### src/rtl/msc_pkg.sv
package msc_pkg;
  localparam int MOD_N = 6;

  typedef struct packed {
    logic             isRd;
    logic             isWr;
    logic             ctrlRd;
    logic             ctrlWr;
    logic [MOD_N-1:0] perHit;
  } busStrobe_t;
endpackage

### src/rtl/msc_decode.sv
module msc_decode
  import msc_pkg::*;
#(
  parameter int          ADDR_W    = 8,
  parameter int          BLK_SHIFT = 4,
  parameter logic [7:0]  CTRL_ADDR = 8'hF0
) (
  input  logic [ADDR_W-1:0] addr,
  input  logic              rd,
  input  logic              wr,
  input  logic              dma,
  output busStrobe_t        strb
);
  localparam int BLK_W = ADDR_W - BLK_SHIFT;

  logic ctrlHit;
  assign ctrlHit = (addr == ADDR_W'(CTRL_ADDR));

  assign strb.isRd   = rd;
  assign strb.isWr   = wr;
  assign strb.ctrlRd = rd & ctrlHit;
  // only the CPU master may change the control register
  assign strb.ctrlWr = wr & ctrlHit & ~dma;

  for (genvar k = 0; k < MOD_N; k++) begin : g_hit
    assign strb.perHit[k] = (addr[ADDR_W-1:BLK_SHIFT] == BLK_W'(k));
  end
endmodule

### src/rtl/msc_guard.sv
module msc_guard (
  input  logic clk,
  input  logic rstN,
  input  logic cpuWr,
  input  logic wBit,
  input  logic busReq,
  input  logic curStop,
  output logic stopNext,
  output logic flag
);
  logic pending;
  logic hazard;
  logic mature;

  assign hazard = cpuWr & wBit & busReq & ~curStop;
  assign mature = pending & ~busReq;

  always_comb begin
    if (cpuWr)       stopNext = hazard ? curStop : wBit;
    else if (mature) stopNext = 1'b1;
    else             stopNext = curStop;
  end

  always_ff @(posedge clk or negedge rstN) begin
    if (!rstN) begin
      pending <= 1'b0;
      flag    <= 1'b0;
    end else if (cpuWr) begin
      pending <= hazard;
      flag    <= hazard;
    end else if (mature) begin
      pending <= 1'b0;
    end
  end
endmodule

### src/rtl/msc_core.sv
module msc_core
  import msc_pkg::*;
#(
  parameter int DATA_W  = 8,
  parameter int REF_BIT = 1,
  parameter int DMA_BIT = 2
) (
  input  logic                    clk,
  input  logic                    rstN,
  input  busStrobe_t              strb,
  input  logic [MOD_N-1:0]        wBits,
  input  logic [1:0]              unitBusReq,
  input  logic [MOD_N*DATA_W-1:0] perRdData,
  input  logic [MOD_N-1:0]        irqIn,
  output logic [DATA_W-1:0]       rdata,
  output logic [MOD_N-1:0]        perRd,
  output logic [MOD_N-1:0]        perWr,
  output logic [MOD_N-1:0]        modStop,
  output logic [MOD_N-1:0]        irqOut,
  output logic [1:0]              hazardFlag
);
  logic [MOD_N-1:0] stopReg;
  logic [MOD_N-1:0] stopNext;

  for (genvar k = 0; k < MOD_N; k++) begin : g_bit
    if (k == REF_BIT || k == DMA_BIT) begin : g_guarded
      localparam int GI = (k == DMA_BIT) ? 1 : 0;
      msc_guard u_guard (
        .clk     (clk),
        .rstN    (rstN),
        .cpuWr   (strb.ctrlWr),
        .wBit    (wBits[k]),
        .busReq  (unitBusReq[GI]),
        .curStop (stopReg[k]),
        .stopNext(stopNext[k]),
        .flag    (hazardFlag[GI])
      );
    end else begin : g_plain
      assign stopNext[k] = strb.ctrlWr ? wBits[k] : stopReg[k];
    end
  end

  always_ff @(posedge clk or negedge rstN) begin
    if (!rstN) stopReg <= '0;
    else       stopReg <= stopNext;
  end

  always_comb begin
    rdata = '0;
    if (strb.ctrlRd) begin
      rdata = DATA_W'(stopReg);
    end else if (strb.isRd) begin
      for (int k = 0; k < MOD_N; k++) begin
        if (strb.perHit[k])
          rdata = stopReg[k] ? '1 : perRdData[k*DATA_W +: DATA_W];
      end
    end
  end

  assign perRd   = strb.isRd ? (strb.perHit & ~stopReg) : '0;
  assign perWr   = strb.isWr ? (strb.perHit & ~stopReg) : '0;
  assign modStop = stopReg;
  assign irqOut  = irqIn & ~stopReg;
endmodule

### src/rtl/mod_halt_ctrl.sv
module mod_halt_ctrl
  import msc_pkg::*;
#(
  parameter int         ADDR_W    = 8,
  parameter int         DATA_W    = 8,
  parameter int         BLK_SHIFT = 4,
  parameter logic [7:0] CTRL_ADDR = 8'hF0
) (
  input  logic                    clk,
  input  logic                    rstN,
  input  logic [ADDR_W-1:0]       busAddr,
  input  logic                    busRd,
  input  logic                    busWr,
  input  logic [DATA_W-1:0]       busWdata,
  input  logic                    busDma,
  output logic [DATA_W-1:0]       busRdata,
  input  logic [MOD_N*DATA_W-1:0] perRdData,
  output logic [MOD_N-1:0]        perRd,
  output logic [MOD_N-1:0]        perWr,
  input  logic [1:0]              unitBusReq,
  output logic [MOD_N-1:0]        modStop,
  input  logic [MOD_N-1:0]        irqIn,
  output logic [MOD_N-1:0]        irqOut,
  output logic [1:0]              hazardFlag
);
  busStrobe_t strb;
  logic       unusedHiBits;

  assign unusedHiBits = ^busWdata[DATA_W-1:MOD_N];

  msc_decode #(
    .ADDR_W   (ADDR_W),
    .BLK_SHIFT(BLK_SHIFT),
    .CTRL_ADDR(CTRL_ADDR)
  ) u_decode (
    .addr(busAddr),
    .rd  (busRd),
    .wr  (busWr),
    .dma (busDma),
    .strb(strb)
  );

  msc_core #(
    .DATA_W(DATA_W)
  ) u_core (
    .clk       (clk),
    .rstN      (rstN),
    .strb      (strb),
    .wBits     (busWdata[MOD_N-1:0]),
    .unitBusReq(unitBusReq),
    .perRdData (perRdData),
    .irqIn     (irqIn),
    .rdata     (busRdata),
    .perRd     (perRd),
    .perWr     (perWr),
    .modStop   (modStop),
    .irqOut    (irqOut),
    .hazardFlag(hazardFlag)
  );
endmodule

### config.mk
export PLATFORM = sky130hd
export DESIGN_NAME = mod_halt_ctrl
export DESIGN_NICKNAME = d
export VERILOG_FILES = /design/src/rtl/msc_pkg.sv /design/src/rtl/msc_decode.sv /design/src/rtl/msc_guard.sv /design/src/rtl/msc_core.sv /design/src/rtl/mod_halt_ctrl.sv
export SDC_FILE = /design/constraint.sdc
export NUM_CORES = 1
export LEC_CHECK = 0
export CORE_UTILIZATION = 68
export CTS_BUF_LIST = sky130_fd_sc_hd__clkbuf_2
export DETAILED_ROUTE_END_ITERATION = 8
export DONT_BUFFER_PORTS = 1
export PLACE_DENSITY = 0.91
export SETUP_SLACK_MARGIN = 0.2
export SYNTH_ARGS = -nofsm -noshare
export SYNTH_HDL_FRONTEND = slang
export SYNTH_SLANG_ARGS = --single-unit
### constraint.sdc
create_clock -name clk -period 4.85 [get_ports clk]
set_input_delay 0.97 -clock clk [delete_from_list [all_inputs] [get_ports clk]]
set_output_delay 0.97 -clock clk [all_outputs]
set_load 0.005 [all_outputs]
==> reports/metrics.yaml, run 1 <==
layout:
  layout.filler_cells: 137
  insertedDiodeCount: 0
  leading_cell_types_in_the_layout_fill_and_taps_excluded: "sky130_fd_sc_hd__nor2_1 (25), sky130_fd_sc_hd__nor3_1 (14), sky130_fd_sc_hd__nor2b_1 (11)"
  area_growth_syn_to_layout_pct: -4.04
  mostFrequentLayoutCell: "sky130_fd_sc_hd__nor2_1"
  fin_nets: 220
  drive_gt1_frac: 0.0709
  finalNonFillerCells: 157
sta:
  final.period_utilization: 0.711
  post-route-worst-setup-slack_ps: 1400
  setup_viol: 0
  worst_slew_pin_slew_ps: 689
  max_freq_ghz: 0.290
  fin_tns_setup_ps: 0
  rsz0062_at_grt: "no"
  min_period_ps: 3450
  hold_vio_cnt_final: 0
  final_max_slew_viol_count: 0
  finClkSkew_ps: 3.70
  slew_margin_rel: 0.537
setup_path:
  crit_type: "input pin to output pin"
  critical_path_cell_list: "or4b_4 > o21ai_1 > nor2_1 > a32o_1"
  worst-path-max-fanout: 8
  critical_path.max_stage_delay_ps: 560
  worst-r2r-cell-count: 3
  r2r_slack_ps: 3860
  path_delay_family: "compound AO/OA/AOI/OAI gates"
  critical_path_required_ps: 3880
  crit_arrival_ps: 2480
  critical_path_sink_type: "output pin"
  start_kind: "input pin"
  crit_buf_inv: 0
  reg2reg_to: "u_core.g_bit[1].g_guarded.u_guard.pending$_DFFE_PN0P_"
  critical_path.reg2reg.startpoint: "u_core.modStop[1]$_DFFE_PN0P_"
  critical-path-slowest-cell: "sky130_fd_sc_hd__or4b_4"
power_and_ir_drop:
  cellInternalPower_mw: 0.122
  seq_power_share: 0.515
  portion_of_total_power_attributed_to_combinational_logic: 0.246
  p_sw_frac: 0.311
  clockPowerShare: 0.238
  ir_worst_vdd_mv: 0.193
  pwr_density_cell_nw_per_um2: 160
  power_mw: 0.176
  total_switching_power_mw: 0.0548
  leakage_nw: 0.395
route:
  dr.first_iter.drc_count: 46
  drt-pass1-iter-count: 4
  finalWirelength_um: 3220
  met1Wirelength_um: 1200
  detail_route.vias_per_cell: 7.83
  detailroute.via_count: 1229
  routed-wl-met2_um: 1640
  route.detailed.drc: 0
  highest-signal-layer: "met3"
  met3RoutedLength_um: 376
  detail_route.wl_per_cell_um: 20.5
  number_of_nets_with_antenna_violations_after_detailed_routing: 0
placed_design:
  detailed_place_hpwl_um: 2540
  place.port_buffers: 0
  place_inst: 154
  dp_slack_ps: 1410
  globalplace.congestion: 0.757
global_route:
  antenna_found_initial: 0
  wire_length_of_the_first_global_routing_pass_um: 4830
  globalRouteTotalUtil: 0.338
  first_global_vias: 1068
  grt_overflow_total: 0
  grt_max_degree: 14
cts:
  max-clock-path-buffers: 2
  clkLatencyLatePin_ps: 240
  tritoncts.num_buffers: 3
  cts.repair.resized: 0
  cts_hold_buffers: 0
  clock-root-buffer: "sky130_fd_sc_hd__clkbuf_2"
  clkSinkCount: 10
  htree_num_levels: 1
  cts_post_setup_buffers_inserted: 0
  cts.reportedPaths.clkPinSlew_ps: 90
  clock_tree_from_tritoncts: "done"
floorplan:
  row_count: 14
  core-area_sq_um: 1540
  die_height_um: 43.1
  start_util: 0.744
  die_x_um: 43.1
  ios: 111
  die_area_sq_um: 1850
synthesis:
  synth-edff-count: 0
  synth_nets: 229
  synth-seq-area-share: 0.218
  synthesis.area_sq_um: 1150
  ys_async_sr_fraction: 1.00
  synth.lib_cells_used.distinct: 39
  syn-instance-count: 152
  postSynthAreaPerCell_sq_um: 7.54
  postSynthRegisterBits: 10
  synth_warnings: 0
  postSynth.topFlopCell: "sky130_fd_sc_hd__dfrtp_1"
outcome:
  status: "finished, final reports clean"
flow_run:
  timing.max_cap.violations: 0
hold_path:
  min-delay-path-class: "input pin to async pin"
-- routing by layer --
layer | vias to the layer above | GRT usage
met5 | - | 0
met4 | 0 | 0
met3 | 0 | 0.0809
met2 | 103 | 0.606
met1 | 579 | 0.439
li1 | 547 | -
-- final cells by class --
| cell class | count | area (sq um) | area share |
|---|---|---|---|
| clock buffer | 3 | 15.0 | 0.0137 |
| sequential | 10 | 250 | 0.228 |
| multi-input combinational | 123 | 796 | 0.724 |
| tap | 16 | 20.0 | 0.0182 |
| inverter | 5 | 18.8 | 0.0171 |
-- metrics by stage --
stage / hold slack, ps / utilization / cell area [sq um]
2_1_floorplan: 509 / - / 1150
3_3_place_gp: 527 / 0.704 / 1080
3_5_place_dp: 557 / 0.704 / 1080
4_1_cts: 409 / 0.713 / 1100
5_1_grt: 398 / 0.713 / 1100
6_report: 412 / 0.713 / 1100
-- logic make-up after synthesis --
group	after synthesis	synth area share
AND/OR/NAND/NOR	70	0.328
AO/OA/AOI/OAI	48	0.320
buffers and inverters	19	0.0873
flip-flops	10	0.218
multiplexers	5	0.0469
-- worst max-delay path by stage --
stage / to / cells past startpoint / slack (ps) / start
2_1_floorplan: busRdata[0] / 6 / 1520 / busAddr[6]
3_3_place_gp: busRdata[3] / 4 / 1470 / busAddr[1]
3_5_place_dp: busRdata[3] / 4 / 1410 / busAddr[1]
4_1_cts: busRdata[3] / 4 / 1410 / busAddr[1]
5_1_grt: busRdata[1] / 4 / 1390 / busAddr[1]
6_report: busRdata[3] / 4 / 1400 / busAddr[1]
-- power by group through the flow --
stage	sequential, mW	combinational (mW)	clock [mW]
after floorplan	0.0898	0.0431	0
after global placement	0.0924	0.0413	0
after detailed placement	0.0925	0.0429	0
after CTS	0.0908	0.0431	0.0426
after global routing	0.0913	0.0477	0.0455
final	0.0909	0.0435	0.0420
-- cell usage after synthesis (2+ instances only) --
| library cell | count | share of area |
|---|---|---|
| sky130_fd_sc_hd__nor2_1 | 25 | 0.082 |
| sky130_fd_sc_hd__nor3_1 | 14 | 0.061 |
| sky130_fd_sc_hd__nor2b_1 | 11 | 0.060 |
| sky130_fd_sc_hd__dfrtp_1 | 10 | 0.22 |
| sky130_fd_sc_hd__o21ai_0 | 9 | 0.039 |
| sky130_fd_sc_hd__o22a_1 | 8 | 0.061 |
| sky130_fd_sc_hd__o22ai_1 | 7 | 0.038 |
| sky130_fd_sc_hd__clkbuf_1 | 6 | 0.020 |
| sky130_fd_sc_hd__a32o_1 | 5 | 0.044 |
| sky130_fd_sc_hd__buf_4 | 5 | 0.033 |
| sky130_fd_sc_hd__inv_1 | 5 | 0.016 |
| sky130_fd_sc_hd__o2bb2ai_1 | 5 | 0.038 |
| sky130_fd_sc_hd__nand3_1 | 4 | 0.017 |
| sky130_fd_sc_hd__nand2_1 | 3 | 0.0098 |
| sky130_fd_sc_hd__o21a_1 | 3 | 0.020 |
| sky130_fd_sc_hd__or3_1 | 3 | 0.016 |
| sky130_fd_sc_hd__a2111oi_0 | 2 | 0.015 |
| sky130_fd_sc_hd__buf_2 | 2 | 0.0087 |
| sky130_fd_sc_hd__mux2_2 | 2 | 0.020 |
| sky130_fd_sc_hd__mux2i_1 | 2 | 0.017 |
| sky130_fd_sc_hd__o221ai_1 | 2 | 0.015 |
| sky130_fd_sc_hd__or2_2 | 2 | 0.011 |
-- flip-flops by register name, indices dropped and copies added (netlist names) --
signal / count
u_core.g_bit.g_guarded.u_guard.pending: 2
u_core.modStop: 6
u_core.g_bit.g_guarded.u_guard.flag: 2
(Power assumes the default switching activity.)
==> inputs of run 2 (changes only) <==
Settings changed: CORE_UTILIZATION 68 to 59, PLACE_DENSITY 0.91 to 0.85.
Clock period 4.85 ns to 3.05 ns, I/O delays scaled along.
==> run 2 against run 1 <==
  * Clock skew down 0.86 ps
  * Highest routed layer is now met4
  * Critical path depth unchanged
  * Cell area up 2.2%
  * Register-to-register slack worse by 1900 ps
  * Largest cell class unchanged
  * Power up 64%
  * Core utilization down 7.7 points
  * Critical endpoint unchanged
  * Global-route usage down 3.2 points
  * Via count down 1.5%
==> reports/metrics.yaml, run 2 (synthesis gave the netlist of run 1 again) <==
layout:
  drive_gt1_frac: 0.0769
  finish.utilization: 0.637
  area_growth_syn_to_layout_pct: -1.96
  final_design_area_excluding_fillers_sq_um: 1120
  fin_nets: 221
  largest_register_ffs: 6
  seqCellArea_sq_um: 250
  insertedDiodeCount: 0
  mostFrequentLayoutCell: "sky130_fd_sc_hd__nor2_1"
  multiInputGateArea_sq_um: 797
  leading_cell_types_in_the_layout_fill_and_taps_excluded: "sky130_fd_sc_hd__nor2_1 (25), sky130_fd_sc_hd__nor3_1 (14), sky130_fd_sc_hd__nor2b_1 (11)"
  layout.filler_cells: 175
setup_path:
  critical_path.max_stage_delay_ps: 500
  crit_arrival_ps: 2070
  worst-r2r-cell-count: 3
  reg2reg_to: "u_core.g_bit[2].g_guarded.u_guard.pending$_DFFE_PN0P_"
  path_delay_family: "simple AND/OR/NAND/NOR gates"
  crit_type: "input pin to output pin"
  worst-path-max-fanout: 11
  critical_path_cell_list: "or3b_1 > or3_1 > o22a_1 > a32o_1"
  critical-path-slowest-cell: "sky130_fd_sc_hd__or3_1"
  r2r_slack_ps: 2010
  critical_path_sink_type: "output pin"
  crit_buf_inv: 0
  critical_path.reg2reg.startpoint: "u_core.modStop[2]$_DFFE_PN0P_"
  start_kind: "input pin"
  critical_path_required_ps: 2440
route:
  detailroute.via_count: 1210
  drt-pass1-iter-count: 4
  detail_route.vias_per_cell: 7.20
  number_of_nets_with_antenna_violations_after_detailed_routing: 0
  dr.first_iter.drc_count: 32
  detail_route.wl_per_cell_um: 20.7
  finalWirelength_um: 3480
  route.detailed.drc: 0
power_and_ir_drop:
  leakage_nw: 0.402
  ir_worst_vdd_mv: 0.340
  pwr_density_cell_nw_per_um2: 257
cts:
  cts_post_setup_buffers_inserted: 0
  htree_num_levels: 1
  cts.repair.resized: 0
  clkSinkCount: 10
  clkLatencyLatePin_ps: 250
  clock-root-buffer: "sky130_fd_sc_hd__clkbuf_2"
  cts_hold_buffers: 0
  tritoncts.num_buffers: 3
  cts.reportedPaths.clkPinSlew_ps: 100
  clock_tree_from_tritoncts: "done"
  max-clock-path-buffers: 2
sta:
  hold_vio_cnt_final: 0
  setup_viol: 0
  slew_margin_rel: 0.520
  worst_slew_pin_slew_ps: 715
  max_freq_ghz: 0.373
  final.period_utilization: 0.880
  finClkSkew_ps: 2.84
  rsz0062_at_grt: "no"
  min_period_ps: 2680
  final_max_slew_viol_count: 0
  fin_tns_setup_ps: 0
global_route:
  grt.busiest_layer: "met2"
  grt_overflow_total: 0
  wire_length_of_the_first_global_routing_pass_um: 4550
  globalRouteTotalUtil: 0.306
  grt_use_met3: 0.0824
  first_global_vias: 1015
  globalRouteMet2Util: 0.476
  antenna_found_initial: 0
  grt_max_degree: 14
  met1_usage: 0.409
flow_run:
  timing.max_cap.violations: 0
hold_path:
  min-delay-path-class: "input pin to async pin"
floorplan:
  die_x_um: 46.1
  ios: 111
  die_area_sq_um: 2120
  row_count: 15
  core-area_sq_um: 1760
  start_util: 0.650
  die_height_um: 46.1
placed_design:
  detailed_place_hpwl_um: 2710
  globalplace.congestion: 0.799
  detailed_place.area_sq_um: 1100
  place.port_buffers: 0
outcome:
  status: "finished, final reports clean"
-- run 2: cell count changes in the layout (fill, tap and decap cells not counted), sizes merged --
| cell | previous run | this run |
|---|---|---|
| clkinv | 0 | 1 |
| buf | 0 | 1 |
-- run 2: per-layer routing --
metal	vias up	wire (um)
met4	0	60
met5	-	0
met3	6	344
met1	567	1360
met2	90	1720
li1	547	-
-- run 2: report_power, final --
group / leakage, nW / switching, mW / internal [mW]
clock: 0.0140 / 0.0449 / 0.0285
sequential: 0.124 / 0.00819 / 0.137
combinational: 0.263 / 0.0395 / 0.0310
total: 0.402 / 0.0926 / 0.196
-- run 2: area by class of cell --
| type | count | share of cell area |
|---|---|---|
| flip-flops and latches | 10 | 0.223 |
| well taps | 25 | 0.0278 |
| repair buffers | 1 | 0.00668 |
| clock inverters | 1 | 0.00334 |
| clock buffers | 3 | 0.0134 |
| multi-input cells | 123 | 0.709 |
| inverters | 5 | 0.0167 |
-- run 2: worst max path at each step --
| stage | startpoint | endpoint | depth (start not counted) |
|---|---|---|---|
| 6_report | busAddr[5] | busRdata[3] | 4 |
| 5_1_grt | u_core.modStop[1]$_DFFE_PN0P_ | busRdata[7] | 4 |
| 4_1_cts | busAddr[5] | busRdata[3] | 4 |
| 3_5_place_dp | busAddr[5] | busRdata[3] | 4 |
| 3_3_place_gp | busAddr[5] | busRdata[1] | 4 |
| 2_1_floorplan | busAddr[6] | busRdata[0] | 6 |
-- run 2: per-stage QoR --
step	worst slack, ps	std cells	hold WS, ps	power, mW
after detailed placement	388	164	315	0.216
after floorplan	445	152	314	0.211
after global placement	447	164	315	0.213
after global routing	304	168	23.5	0.302
after CTS	385	168	30.4	0.289
final	367	168	39.8	0.289
